File: src/rtl/dram_seq_pkg.sv
package dram_seq_pkg;

  typedef enum logic [1:0] {
    M_IDLE = 2'd0,
    M_RD   = 2'd1,
    M_WR   = 2'd2,
    M_REF  = 2'd3
  } seq_mode_e;

  localparam int STEP_W = 3;

  // step positions inside one RAS cycle
  localparam logic [STEP_W-1:0] RAS_ON_FIRST = 3'd1;
  localparam logic [STEP_W-1:0] RAS_ON_LAST  = 3'd4;
  localparam logic [STEP_W-1:0] COL_FIRST    = 3'd2;
  localparam logic [STEP_W-1:0] CAS_ON_FIRST = 3'd3;
  localparam logic [STEP_W-1:0] ACC_LAST     = 3'd4;
  localparam logic [STEP_W-1:0] REF_LAST     = 3'd5;

endpackage

File: src/rtl/dram_addr_split.sv
module dram_addr_split #(
  parameter int PINS = 11
) (
  input  logic [2*PINS-1:0] word,
  input  logic              big,
  output logic [PINS-1:0]   row,
  output logic [PINS-1:0]   col
);
  localparam int SP = PINS - 1;

  always_comb begin
    if (big) begin
      row = word[2*PINS-1:PINS];
      col = word[PINS-1:0];
    end else begin
      row = {1'b0, word[2*SP-1:SP]};
      col = {1'b0, word[SP-1:0]};
    end
  end
endmodule

File: src/rtl/dram_step_ctrl.sv
module dram_step_ctrl
  import dram_seq_pkg::*;
#(
  parameter int REF_BURST = 8,
  parameter int REP_W     = (REF_BURST > 1) ? $clog2(REF_BURST) : 1
) (
  input  logic              clk,
  input  logic              rst,
  input  logic              req,
  input  logic              is_write,
  input  logic              ref_go,
  output seq_mode_e         mode,
  output logic [STEP_W-1:0] step,
  output seq_mode_e         nxt_mode,
  output logic [STEP_W-1:0] nxt_step,
  output logic [REP_W-1:0]  nxt_rep,
  output logic              take_acc,
  output logic              finish
);
  localparam logic [REP_W-1:0] LAST_REP = REP_W'(REF_BURST - 1);

  logic [REP_W-1:0] rep;

  always_comb begin
    nxt_mode = mode;
    nxt_step = step;
    nxt_rep  = rep;
    take_acc = 1'b0;
    finish   = 1'b0;
    unique case (mode)
      M_IDLE: begin
        nxt_step = '0;
        nxt_rep  = '0;
        if (ref_go) begin
          nxt_mode = M_REF;
        end else if (req) begin
          nxt_mode = is_write ? M_WR : M_RD;
          take_acc = 1'b1;
        end
      end
      M_RD, M_WR: begin
        if (step == ACC_LAST) begin
          nxt_mode = M_IDLE;
          nxt_step = '0;
          finish   = 1'b1;
        end else begin
          nxt_step = step + 1'b1;
        end
      end
      M_REF: begin
        if (step == ACC_LAST && rep == LAST_REP) begin
          nxt_mode = M_IDLE;
          nxt_step = '0;
          nxt_rep  = '0;
          finish   = 1'b1;
        end else if (step == REF_LAST) begin
          nxt_step = '0;
          nxt_rep  = rep + 1'b1;
        end else begin
          nxt_step = step + 1'b1;
        end
      end
      default: nxt_mode = M_IDLE;
    endcase
  end

  always_ff @(posedge clk) begin
    if (rst) begin
      mode <= M_IDLE;
      step <= '0;
      rep  <= '0;
    end else begin
      mode <= nxt_mode;
      step <= nxt_step;
      rep  <= nxt_rep;
    end
  end
endmodule

File: src/rtl/dram_pin_gen.sv
module dram_pin_gen
  import dram_seq_pkg::*;
#(
  parameter int PINS  = 11,
  parameter int NIB_W = 4,
  parameter int REP_W = 3
) (
  input  logic              clk,
  input  logic              rst,
  input  seq_mode_e         mode,
  input  logic [STEP_W-1:0] step,
  input  seq_mode_e         nxt_mode,
  input  logic [STEP_W-1:0] nxt_step,
  input  logic [REP_W-1:0]  nxt_rep,
  input  logic              take_acc,
  input  logic              finish,
  input  logic [PINS-1:0]   row_in,
  input  logic [PINS-1:0]   col_in,
  input  logic [NIB_W-1:0]  wnib_in,
  input  logic [NIB_W-1:0]  dq_in,
  output logic              ras_n,
  output logic              cas_n,
  output logic              we_n,
  output logic [PINS-1:0]   mem_addr,
  output logic [NIB_W-1:0]  dq_out,
  output logic              dq_oe,
  output logic [NIB_W-1:0]  rd_nib,
  output logic              done,
  output logic              busy
);
  logic [PINS-1:0]  row_q, col_q, row_use, col_use;
  logic [NIB_W-1:0] wnib_q, wnib_use;
  logic             p_ras, p_cas, p_we, p_oe, ras_window;
  logic [PINS-1:0]  p_addr;
  logic [NIB_W-1:0] p_dq;

  always_comb begin
    row_use    = take_acc ? row_in  : row_q;
    col_use    = take_acc ? col_in  : col_q;
    wnib_use   = take_acc ? wnib_in : wnib_q;
    ras_window = (nxt_step >= RAS_ON_FIRST) && (nxt_step <= RAS_ON_LAST);
    p_ras  = 1'b1;
    p_cas  = 1'b1;
    p_we   = 1'b1;
    p_oe   = 1'b0;
    p_addr = '0;
    p_dq   = '0;
    unique case (nxt_mode)
      M_RD, M_WR: begin
        p_ras  = !ras_window;
        p_cas  = !(nxt_step >= CAS_ON_FIRST);
        p_addr = (nxt_step >= COL_FIRST) ? col_use : row_use;
        if (nxt_mode == M_WR) begin
          p_we = 1'b0;
          p_oe = 1'b1;
          p_dq = wnib_use;
        end
      end
      M_REF: begin
        p_ras = !ras_window;
        if (nxt_step <= RAS_ON_LAST) p_addr = PINS'(nxt_rep);
      end
      default: ;
    endcase
  end

  always_ff @(posedge clk) begin
    if (rst) begin
      ras_n    <= 1'b1;
      cas_n    <= 1'b1;
      we_n     <= 1'b1;
      dq_oe    <= 1'b0;
      mem_addr <= '0;
      dq_out   <= '0;
      rd_nib   <= '0;
      done     <= 1'b0;
      busy     <= 1'b0;
      row_q    <= '0;
      col_q    <= '0;
      wnib_q   <= '0;
    end else begin
      ras_n    <= p_ras;
      cas_n    <= p_cas;
      we_n     <= p_we;
      dq_oe    <= p_oe;
      mem_addr <= p_addr;
      dq_out   <= p_dq;
      done     <= finish;
      busy     <= (nxt_mode != M_IDLE);
      if (take_acc) begin
        row_q  <= row_in;
        col_q  <= col_in;
        wnib_q <= wnib_in;
      end
      if (mode == M_RD && step == ACC_LAST) rd_nib <= dq_in;
    end
  end
endmodule

File: src/rtl/dram_page_seq.sv
module dram_page_seq
  import dram_seq_pkg::*;
#(
  parameter int ADDR_PINS = 11,
  parameter int NIB_W     = 4,
  parameter int REF_BURST = 8
) (
  input  logic                   clk,
  input  logic                   rst,
  input  logic                   req,
  input  logic                   req_write,
  input  logic [2*ADDR_PINS-1:0] req_addr,
  input  logic [NIB_W-1:0]       req_wnib,
  input  logic                   big_mem,
  input  logic                   refresh_go,
  input  logic [NIB_W-1:0]       dq_in,
  output logic                   ras_n,
  output logic                   cas_n,
  output logic                   we_n,
  output logic [ADDR_PINS-1:0]   mem_addr,
  output logic [NIB_W-1:0]       dq_out,
  output logic                   dq_oe,
  output logic [NIB_W-1:0]       rd_nib,
  output logic                   done,
  output logic                   busy
);
  localparam int REP_W = (REF_BURST > 1) ? $clog2(REF_BURST) : 1;

  seq_mode_e             mode, nxt_mode;
  logic [STEP_W-1:0]     step, nxt_step;
  logic [REP_W-1:0]      nxt_rep;
  logic                  take_acc, finish;
  logic [ADDR_PINS-1:0]  row_in, col_in;

  dram_addr_split #(.PINS(ADDR_PINS)) u_split (
    .word (req_addr),
    .big  (big_mem),
    .row  (row_in),
    .col  (col_in)
  );

  dram_step_ctrl #(.REF_BURST(REF_BURST), .REP_W(REP_W)) u_ctrl (
    .clk      (clk),
    .rst      (rst),
    .req      (req),
    .is_write (req_write),
    .ref_go   (refresh_go),
    .mode     (mode),
    .step     (step),
    .nxt_mode (nxt_mode),
    .nxt_step (nxt_step),
    .nxt_rep  (nxt_rep),
    .take_acc (take_acc),
    .finish   (finish)
  );

  dram_pin_gen #(.PINS(ADDR_PINS), .NIB_W(NIB_W), .REP_W(REP_W)) u_pins (
    .clk      (clk),
    .rst      (rst),
    .mode     (mode),
    .step     (step),
    .nxt_mode (nxt_mode),
    .nxt_step (nxt_step),
    .nxt_rep  (nxt_rep),
    .take_acc (take_acc),
    .finish   (finish),
    .row_in   (row_in),
    .col_in   (col_in),
    .wnib_in  (req_wnib),
    .dq_in    (dq_in),
    .ras_n    (ras_n),
    .cas_n    (cas_n),
    .we_n     (we_n),
    .mem_addr (mem_addr),
    .dq_out   (dq_out),
    .dq_oe    (dq_oe),
    .rd_nib   (rd_nib),
    .done     (done),
    .busy     (busy)
  );
endmodule

File: config.mk
export PLATFORM = sky130hd
export DESIGN_NAME = dram_page_seq
export DESIGN_NICKNAME = d
export VERILOG_FILES = /design/src/rtl/dram_seq_pkg.sv /design/src/rtl/dram_addr_split.sv /design/src/rtl/dram_step_ctrl.sv /design/src/rtl/dram_pin_gen.sv /design/src/rtl/dram_page_seq.sv
export SDC_FILE = /design/constraint.sdc
export NUM_CORES = 1
export LEC_CHECK = 0
export BUFFER_PORTS_ARGS = -buffer_cell sky130_fd_sc_hd__buf_2
export CORE_ASPECT_RATIO = 0.5
export CORE_MARGIN = 2
export CORE_UTILIZATION = 48
export DETAILED_ROUTE_END_ITERATION = 10
export PLACE_DENSITY = 0.78
export SYNTH_ARGS = -nofsm -noshare
export SYNTH_HDL_FRONTEND = slang
export SYNTH_SLANG_ARGS = --single-unit
export TNS_END_PERCENT = 30
File: constraint.sdc
create_clock -name clk -period 2.7 [get_ports clk]
set_input_delay 0.27 -clock clk [delete_from_list [all_inputs] [get_ports clk]]
set_output_delay 0.27 -clock clk [all_outputs]
set_load 0.01 [all_outputs]
==> results of run 1 <==
==> logic make-up (layout without fill, tap and decap cells) <==
group / after synthesis / after routing / share of synthesized area
flops: 59 / 59 / 0.4495
xor+xnor: 1 / 1 / 0.006192
mux: 28 / 28 / 0.1067
compound gates: 54 / 54 / 0.1533
buf+inv: 23 / 98 / 0.03905
simple gates: 102 / 102 / 0.1833
fa+ha+maj: 13 / 13 / 0.06191
==> cell usage in the layout, fill, tap and decap left out, types with 11 or more instances in the layout <==
cell type and n:
sky130_fd_sc_hd__clkbuf_8 11, sky130_fd_sc_hd__nor2b_1 12, sky130_fd_sc_hd__nor3_1 11, sky130_fd_sc_hd__buf_2 60
sky130_fd_sc_hd__dfxtp_1 56, sky130_fd_sc_hd__mux2i_1 28, sky130_fd_sc_hd__ha_1 12, sky130_fd_sc_hd__nor2_1 36
sky130_fd_sc_hd__nand2_1 21, sky130_fd_sc_hd__buf_4 15
==> final cells by class <==
cell class	count	area [µm²]
clock buffers	11	151.4
clock inverters	5	61.31
fillers	423	1765
inverters	7	26.28
multi-input cells	198	1400
flip-flops and latches	59	1185
well taps	70	87.58
repair buffers	75	412.9
==> worst min path at each step <==
| stage | startpoint | end | slack (ps) | cells past startpoint |
|---|---|---|---|---|
| global placement | u_pins.row_q[2] | u_pins.row_q[2] | 460 | 2 |
| CTS | dq_in[0] | u_pins.rd_nib[0] | 160 | 3 |
| floorplan | dq_in[0] | u_pins.rd_nib[0] | 410 | 2 |
| finish | dq_in[2] | u_pins.rd_nib[2] | 170 | 3 |
| global route | dq_in[0] | u_pins.rd_nib[0] | 180 | 3 |
| detailed placement | u_pins.row_q[2] | u_pins.row_q[2] | 470 | 2 |
==> synth_stat cells (all sizes together) (2+ instances only) <==
cell,instances,area (µm²)
nor2b,12,75.07
a2111oi,2,23.77
a31oi,2,12.51
o22a,2,17.52
a211o,2,17.52
a211oi,9,67.56
nor3,13,65.06
mux2i,28,280.3
nand2,21,78.83
and2,4,25.02
nor3b,2,15.01
buf,10,53.80
a21oi,10,53.80
nor2,37,138.9
clkbuf,6,22.52
dfxtp,59,1181
nand3,2,10.01
nand2b,4,25.02
or3,2,12.51
o21ai,15,75.07
inv,7,26.28
a21o,2,15.01
a21bo,2,20.02
ha,13,162.7
==> state kept, by name, indices dropped and copies added (netlist names), 2 cells and up <==
name	count
u_pins.col_q	11
u_pins.mem_addr	11
u_pins.row_q	11
u_pins.dq_out	4
u_pins.rd_nib	4
u_pins.wnib_q	4
u_ctrl.rep	3
u_ctrl.step	3
u_ctrl.mode	2
==> routing by layer <==
metal | share of wire | track usage | up-vias
li1 | - | - | 1109
met1 | 0.42 | 0.2403 | 1040
met2 | 0.50 | 0.3384 | 71
met3 | 0.062 | 0.08014 | 10
met4 | 0.015 | 0.07875 | 0
met5 | 0 | 0 | -
==> worst max-delay path, cell delays in order, from the launching register on <==
cell,delay [ps]
sky130_fd_sc_hd__dfxtp_2,370
sky130_fd_sc_hd__inv_1,80
sky130_fd_sc_hd__ha_1,330
sky130_fd_sc_hd__nor2_2,160
sky130_fd_sc_hd__a31oi_2,70
sky130_fd_sc_hd__a21o_1,170
sky130_fd_sc_hd__o21ai_1,110
sky130_fd_sc_hd__inv_1,90
sky130_fd_sc_hd__ha_1,320
sky130_fd_sc_hd__buf_4,160
sky130_fd_sc_hd__nor3_4,250
sky130_fd_sc_hd__nand2b_4,90
sky130_fd_sc_hd__a211o_1,280
sky130_fd_sc_hd__o221ai_1,70
==> per-stage QoR <==
stage,setup TNS [ps],setup WS [ps]
after floorplan,0,12.70
after detailed placement,-28.15,-28.15
final,0,78.36
after CTS,0,38.68
after global placement,0,109.3
after global routing,-46.40,-33.12
==> timing repair <==
item | CTS | global route
setup endpoints to repair | 2 | 9
pin swaps | 2 | 5
resized for setup | 3 | 13
buffers inserted | 2 | 1
==> power by group <==
group | switching, mW | leakage, nW | internal [mW] | total (mW)
sequential | 0.0199 | 0.480 | 0.927 | 0.947
clock | 0.346 | 0.0978 | 0.477 | 0.823
combinational | 0.323 | 0.989 | 0.244 | 0.568
==> run_results.csv, run 1 <==
group,metric,value,unit
routing,drt_first_iter_violations,131,
yosys,syn_area,0.002628,mm²
setup_path,rr_worst_depth,13,
yosys,synthesis.instances,280,
cells_and_area,finish.utilization,0.6531,
setup_path,setup.worst_path.class,"register to register",
routing,wl_per_cell,14.24,µm
setup_path,worst_setup_path_start_kind,"register",
power,fin_total_pwr,2.338,mW
cells_and_area,syn2layout_area_growth,26.52,%
routing,drtPass1Iterations,5,
status,outcome,"finished, final reports clean",
clock_tree,htree_levels,3,
yosys,synth.lib_cells_used.distinct,44,
grt,gr-usage-all-layers,0.2049,
timing,final_max_slew_viol_count,0,
clock_tree,clk_pin_slew,70,ps
placed_design,post-dp-hpwl,4.230,mm
yosys,yosysWarnings,0,
yosys,dominantRegCellSynth,"sky130_fd_sc_hd__dfxtp_1",
clock_tree,cts.root.buffer_cell,"sky130_fd_sc_hd__clkbuf_8",
placed_design,numPortBuffers,60,
setup_path,required_time_reported_for_the_critical_path_endpoint,2960,ps
grt,first_global_vias,2192,
timing,timing.final.hold_violations,0,
floorplanning,chipWidth,108.6,µm
grt,grt_overflow,0,
cells_and_area,post_layout_nonfiller_instances,425,
routing,postRouteWirelength,6.050,mm
yosys,yosys_register_bits,59,
yosys,avgSynthCellArea,9.384,µm²
setup_path,cp-startpoint,"u_ctrl.mode[0]",
floorplanning,ios,61,
timing,layout_worst_path_cycle_share,0.9710,
clock_tree,cts_tree,"yes",
yosys,synth_enable_flop_cells,0,
cells_and_area,post_route_cells_drive_above_1_share,0.3127,
grt,grt_antenna_before_repair,0,
setup_path,cp-endpoint,"u_pins.mem_addr[1]",
worst_hold_path,timing.hold.worst.class,"input port to register",
timing,layout_min_cycle_time,2622,ps
power,leakagePower,1.567,nW
floorplanning,core_region_area,0.005090,mm²
clock_tree,buffer_depth_of_the_longest_clock_path,2,
clock_tree,clkSinkCount,59,
setup_path,crit_path_end_kind,"register",
floorplanning,row_count,18,
setup_path,worst_r2r_start,"u_ctrl.mode[0]",
routing,drt.antenna.violating_nets,0,
floorplanning,effective_utilization_at_floorplan,0.5162,
power,power_density,703.1,mW/mm²
placed_design,postPlaceCellArea,0.003029,mm²
cells_and_area,final_nets,399,
timing,holdWs,173.5,ps
routing,total_number_of_vias,2230,
timing,max_freq,381.4,MHz
setup_path,rrSetupSlack,80,ps
routing,mean_number_of_vias_per_cell,5.247,
placed_design,gp_routability_congestion,0.8060,
routing,drc,0,
yosys,ys_async_sr_fraction,0,
setup_path,critPathArrivalTime,2880,ps
setup_path,crit_path_max_fanout,5,
grt,grt_first_pass_wirelength,9.653,mm
timing,worst-slew-pin-transition,796.7,ps
floorplanning,dieArea,0.006118,mm²
cells_and_area,postLayoutCellArea,0.003324,mm²
grt,grt_start_max_net_pins,39,
placed_design,numPlacedInstances,406,
clock_tree,insertion_delay_to_the_later_sink_of_the_worst_skew_pair,340,ps
setup_path,crit-reg2reg-capture,"u_pins.mem_addr[1]",
timing,setup-violations-final,0,
timing,final.setup_skew,4.584,ps
clock_tree,ctsHoldBuffers,0,
job,maxCapViolations,0,
floorplanning,floorplan.die.height,56.32,µm
cells_and_area,insertedDiodeCount,0,
timing,worst_slew_margin_rel,0.4669,
power,peakVddDrop,0.3406,mV
yosys,mappedNetlistNets,329,
yosys,yosysSeqAreaShare,0.4495,
clock_tree,cts-buffers-inserted,9,
Power figures use the tool's default switching activity.
==> inputs of run 2 (changes only) <==
--- a/config.mk
+++ b/config.mk
@@ -12,4 +12,5 @@
 export DETAILED_ROUTE_END_ITERATION = 10
 export PLACE_DENSITY = 0.78
+export SKIP_CTS_REPAIR_TIMING = 1
 export SYNTH_ARGS = -nofsm -noshare
 export SYNTH_HDL_FRONTEND = slang
==> constraint.sdc (replaced) <==
create_clock -name clk -period 2.7 [get_ports clk]
set_input_delay 0.135 -clock clk [delete_from_list [all_inputs] [get_ports clk]]
set_output_delay 0.135 -clock clk [all_outputs]
set_load 0.01 [all_outputs]
==> run 2 against run 1 <==
Net effect:
- combinational power is 7.7% lower
- sequential power barely moved
- die area did not move
==> run_results.csv, run 2 (same netlist as run 1, synthesis figures left out) <==
group,metric,value,unit
worst_hold_path,timing.hold.worst.class,"input port to register",
timing,final_max_slew_viol_count,0,
routing,wl_per_cell,14.38,µm
timing,timing.final.hold_violations,0,
power,power.switching,0.6583,mW
power,power_density,714.9,mW/mm²
floorplanning,ios,61,
grt,grt_start_max_net_pins,46,
cells_and_area,final_nets,395,
clock_tree,htree_levels,3,
routing,drtPass1Iterations,5,
power,fin_total_pwr,2.343,mW
placed_design,postPlaceCellArea,0.003022,mm²
cells_and_area,postLayoutCellArea,0.003278,mm²
routing,mean_number_of_vias_per_cell,5.386,
clock_tree,insertion_delay_to_the_later_sink_of_the_worst_skew_pair,340,ps
routing,total_number_of_vias,2262,
power,p_clk_frac,0.372,
grt,first_global_vias,2088,
floorplanning,dieArea,0.006118,mm²
setup_path,cp_max_delay_cell,"sky130_fd_sc_hd__or3_4",
job,maxCapViolations,0,
clock_tree,cts.root.buffer_cell,"sky130_fd_sc_hd__clkbuf_8",
floorplanning,row_count,18,
floorplanning,floorplan.die.height,56.32,µm
routing,drt_first_iter_violations,110,
routing,postRouteWirelength,6.039,mm
setup_path,setup.worst_path.class,"register to register",
cells_and_area,nFillCells,419,
routing,drc,0,
setup_path,critPathArrivalTime,2840,ps
placed_design,pre_cts_slack,-23.50,ps
cells_and_area,syn2layout_area_growth,24.76,%
setup_path,critical_path.most_common_cell,"sky130_fd_sc_hd__ha_1",
power,swShare,0.2809,
setup_path,cp-startpoint,"u_ctrl.rep[0]",
timing,setup-violations-final,0,
clock_tree,cts-buffers-inserted,9,
setup_path,crit_path_end_kind,"register",
grt,grt_first_pass_wirelength,9.653,mm
setup_path,timing.critical_path.slowest_cell_delay,390,ps
clock_tree,cts_tree,"yes",
power,peakVddDrop,0.3068,mV
setup_path,worst_setup_path_start_kind,"register",
clock_tree,clk_pin_slew,60,ps
floorplanning,effective_utilization_at_floorplan,0.5162,
cells_and_area,finish.utilization,0.6441,
placed_design,post-dp-hpwl,4.031,mm
status,outcome,"finished, final reports clean",
timing,grt_setup_unrepaired,"false",
setup_path,worst_r2r_start,"u_ctrl.rep[0]",
clock_tree,buffer_depth_of_the_longest_clock_path,2,
grt,grt_overflow,0,
timing,final.setup_skew,5.162,ps
cells_and_area,top_regs,"u_pins.col_q: 11 flops, u_pins.mem_addr: 11 flops, u_pins.row_q: 11 flops",
grt,gr-usage-all-layers,0.2079,
power,part_of_the_power_in_combinational_logic,0.224,
cells_and_area,post_route_cells_drive_above_1_share,0.2886,
timing,worst-slew-pin-transition,832.3,ps
cells_and_area,most_frequent_standard_cell_in_the_layout_excluding_fill_and_tap_cells,"sky130_fd_sc_hd__buf_2",
timing,layout_worst_path_cycle_share,0.9525,
power,leakagePower,1.550,nW
placed_design,numPortBuffers,60,
cells_and_area,layout_common_cells,"sky130_fd_sc_hd__buf_2, sky130_fd_sc_hd__dfxtp_1, sky130_fd_sc_hd__nor2_1",
worst_hold_path,worstHoldStart,"dq_in[0]",
cells_and_area,insertedDiodeCount,0,
setup_path,crit_path_cell_trace,"ha_1 > ha_1 > nand2b_4 > a31oi_2 > a21o_1 > o21ai_1 > buf_4 > ha_1 > or3_4 > or3_1 > o221ai_1",
routing,drt.antenna.violating_nets,0,
setup_path,crit_path_max_fanout,4,
placed_design,gp_routability_congestion,0.8071,
grt,grt_antenna_before_repair,0,
timing,layout_min_cycle_time,2572,ps
power,p_int,1.685,mW
timing,max_freq,388.8,MHz
setup_path,required_time_reported_for_the_critical_path_endpoint,2960,ps
timing,setup_ws,128.2,ps
power,relative_contribution_of_sequential_cells_to_total_power,0.404,
timing,holdWs,31.29,ps
floorplanning,chipWidth,108.6,µm
timing,worst_slew_margin_rel,0.4431,
clock_tree,clkSinkCount,59,
floorplanning,core_region_area,0.005090,mm²
[run 2: cell type report]
| type | instances | area (µm²) | share of cell area |
|---|---|---|---|
| repair buffers | 71 | 382.9 | 0.1168 |
| inverters | 7 | 26.28 | 0.008015 |
| flip-flops and latches | 59 | 1184 | 0.3611 |
| clock buffers | 10 | 137.6 | 0.04198 |
| well taps | 70 | 87.58 | 0.02672 |
| clock inverters | 5 | 77.57 | 0.02366 |
| multi-input cells | 198 | 1383 | 0.4218 |
[run 2: routing by layer]
layer | up-vias | share of wire | global-route usage
li1 | 1106 | - | -
met1 | 1063 | 0.44 | 0.2436
met2 | 80 | 0.47 | 0.3411
met3 | 13 | 0.063 | 0.07317
met4 | 0 | 0.023 | 0.09890
met5 | - | 0 | 0
[run 2: power groups by stage]
stage	clock network, mW	logic [mW]	registers, mW
2_1_floorplan	0	0.311	0.977
5_1_grt	0.931	0.574	0.950
4_1_cts	0.882	0.485	0.946
6_report	0.872	0.524	0.947
3_3_place_gp	0	0.459	0.962
3_5_place_dp	0	0.476	0.965
[run 2: final timing paths]
check | slack [ps] | endpoint | cells past startpoint
min reg2reg | 490 | u_pins.row_q[2] | 2
max | 130 | u_pins.mem_addr[1] | 11
max reg2reg | 130 | u_pins.mem_addr[1] | 11
min | 30 | u_pins.rd_nib[0] | 3
[run 2: worst max-delay path, delay by kind of cell (launching register included)]
family,cells,cell delay (ps)
and+or+nand+nor,3,850
adders and majority gates,3,610
AOI/OAI and AO/OA,4,540
DFF,1,340
buffers and inverters,1,150
[run 2: metrics by stage]
step | setup TNS [ps] | instances
2_1_floorplan | 0 | 280
3_3_place_gp | 0 | 405
3_5_place_dp | -31.00 | 405
4_1_cts | -100.9 | 420
5_1_grt | 0 | 420
6_report | 0 | 420
==> inputs of run 3 (changes only) <==
Settings changed: CORE_UTILIZATION 48 to 50, CTS_BUF_LIST from default to sky130_fd_sc_hd__clkbuf_8, CTS_CLUSTER_SIZE from default to 20, PLACE_DENSITY 0.78 to 0.81.
==> run 3 against run 2 <==
Net effect:
- count of clock-buffer cells in the layout up 2
- largest power group unchanged
- critical path type unchanged
- first-iteration DRC count up 22%
- non-clock buffer count shrank 1
- wire length fell by 2.2%
- combinational power hardly changed
- sequential cell count did not move
- global-route usage rose by 1.0 points
- maximum frequency increased by 0.33%
- die area decreased by 3.8%
- sequential share of layout area up 0.27 points
- final cell count stayed put
- core utilization increased by 0.89 points
==> run_results.csv, run 3 (same netlist as run 1, synthesis figures left out) <==
group,metric,value,unit
cells_and_area,multi_input_area,0.001375,mm²
timing,final_max_slew_viol_count,0,
cells_and_area,post_route_cells_drive_above_1_share,0.2886,
clock_tree,cts_tree,"yes",
setup_path,crit_path_end_kind,"register",
setup_path,crit_path_cell_trace,"inv_1 > ha_1 > nor2_2 > a31oi_2 > a21o_1 > o21ai_2 > inv_1 > ha_1 > or3_1 > buf_4 > nor3_1 > a221o_1",
grt,grt_first_pass_wirelength,9.998,mm
setup_path,delay_heaviest_family_cp,"simple AND/OR/NAND/NOR gates",
routing,drc,0,
floorplanning,row_count,18,
timing,aggregate_negative_setup_slack,0,ps
setup_path,cp_max_delay_cell,"sky130_fd_sc_hd__or3_1",
cells_and_area,final_nets,394,
routing,wl_per_cell,14.06,µm
floorplanning,core_region_area,0.005000,mm²
clock_tree,clkSinkCount,59,
timing,final.setup_skew,5.767,ps
setup_path,worst_r2r_start,"u_ctrl.mode[1]",
cells_and_area,nFillCells,401,
placed_design,post-dp-hpwl,4.109,mm
clock_tree,cts-buffers-inserted,9,
timing,setup_ws,136.6,ps
grt,grt_overflow,0,
setup_path,cp-startpoint,"u_ctrl.mode[1]",
timing,layout_worst_path_cycle_share,0.9494,
cells_and_area,insertedDiodeCount,0,
placed_design,postPlaceCellArea,0.003007,mm²
setup_path,worst_setup_path_start_kind,"register",
clock_tree,clk_pin_slew,60,ps
timing,holdWs,30.78,ps
grt,grt_start_max_net_pins,46,
worst_hold_path,worstHoldStart,"dq_in[0]",
timing,timing.final.hold_violations,0,
job,maxCapViolations,0,
worst_hold_path,timing.hold.worst.class,"input port to register",
floorplanning,dieArea,0.005886,mm²
clock_tree,cts.root.buffer_cell,"sky130_fd_sc_hd__clkbuf_8",
floorplanning,chipWidth,106.5,µm
power,power_density,705.0,mW/mm²
timing,worst-slew-pin-transition,859.4,ps
floorplanning,ios,61,
setup_path,critPathArrivalTime,2850,ps
power,leakagePower,1.545,nW
routing,postRouteWirelength,5.905,mm
clock_tree,insertion_delay_to_the_later_sink_of_the_worst_skew_pair,340,ps
cells_and_area,sequential_cell_area,0.001187,mm²
grt,grt_antenna_before_repair,0,
status,outcome,"finished, final reports clean",
routing,mean_number_of_vias_per_cell,5.188,
setup_path,worst-path-stages,12,
cells_and_area,layout_common_cells,"sky130_fd_sc_hd__buf_2, sky130_fd_sc_hd__dfxtp_1, sky130_fd_sc_hd__nor2_1",
routing,drt.antenna.violating_nets,0,
setup_path,crit_path_max_fanout,9,
setup_path,required_time_reported_for_the_critical_path_endpoint,2980,ps
floorplanning,effective_utilization_at_floorplan,0.5255,
cells_and_area,postLayoutCellArea,0.003264,mm²
power,peakVddDrop,0.3333,mV
worst_hold_path,holdPathStages,3,
floorplanning,floorplan.die.height,55.26,µm
timing,worst_slew_margin_rel,0.4271,
setup_path,setup.worst_path.class,"register to register",
cells_and_area,finish.utilization,0.6529,
clock_tree,buffer_depth_of_the_longest_clock_path,2,
placed_design,pre_cts_slack,-97.53,ps
setup_path,rr_worst_depth,12,
cells_and_area,syn2layout_area_growth,24.24,%
clock_tree,htree_levels,3,
cells_and_area,top_regs,"u_pins.col_q: 11 flops, u_pins.mem_addr: 11 flops, u_pins.row_q: 11 flops",
timing,setup-violations-final,0,
placed_design,numPortBuffers,60,
setup_path,critPathBufInv,3,
timing,layout_min_cycle_time,2563,ps
routing,drtPass1Iterations,4,
grt,first_global_vias,2157,
cells_and_area,most_frequent_standard_cell_in_the_layout_excluding_fill_and_tap_cells,"sky130_fd_sc_hd__buf_2",
routing,total_number_of_vias,2179,
routing,drt_first_iter_violations,134,
setup_path,timing.critical_path.slowest_cell_delay,370,ps
placed_design,gp_routability_congestion,0.8780,
timing,max_freq,390.1,MHz
grt,gr-usage-all-layers,0.2184,
-- run 3: cell type report --
class | count | share of cell area
Clock buffer | 12 | 0.05059
Clock inverter | 4 | 0.01456
Inverter | 7 | 0.008049
Multi-Input combinational cell | 198 | 0.4212
Sequential cell | 59 | 0.3637
Tap cell | 70 | 0.02683
Timing Repair Buffer | 70 | 0.1150
-- run 3: metal layers --
layer / global-route usage / vias to the layer above / part of all wire
li1: - / 1105 / -
met1: 0.2552 / 1005 / 0.44
met2: 0.3672 / 56 / 0.49
met3: 0.08737 / 13 / 0.058
met4: 0.07607 / 0 / 0.019
met5: 0 / - / 0
-- run 3: final timing paths --
check / slack [ps] / endpoint
worst min-delay path: 30 / u_pins.rd_nib[0]
worst max register to register: 140 / u_pins.mem_addr[0]
worst min register to register: 500 / u_pins.col_q[3]
worst max-delay path: 140 / u_pins.mem_addr[0]
-- run 3: stage by stage --
| step | power (mW) | instances |
|---|---|---|
| CTS | 2.284 | 419 |
| global route | 2.423 | 420 |
| finish | 2.302 | 420 |
| floorplan | 1.288 | 280 |
| detailed placement | 1.451 | 403 |
| global placement | 1.424 | 403 |
-- run 3: power breakdown --
group | switching, mW | internal [mW] | total, mW
Clock | 0.333 | 0.498 | 0.831
Combinational | 0.307 | 0.216 | 0.523
Sequential | 0.0196 | 0.928 | 0.947
-- run 3: tightest hold or removal path: cells and delay by family --
family | cells | cell delay (ps)
muxes | 1 | 50
and+or+nand+nor | 1 | 70
buffers and inverters | 1 | 70
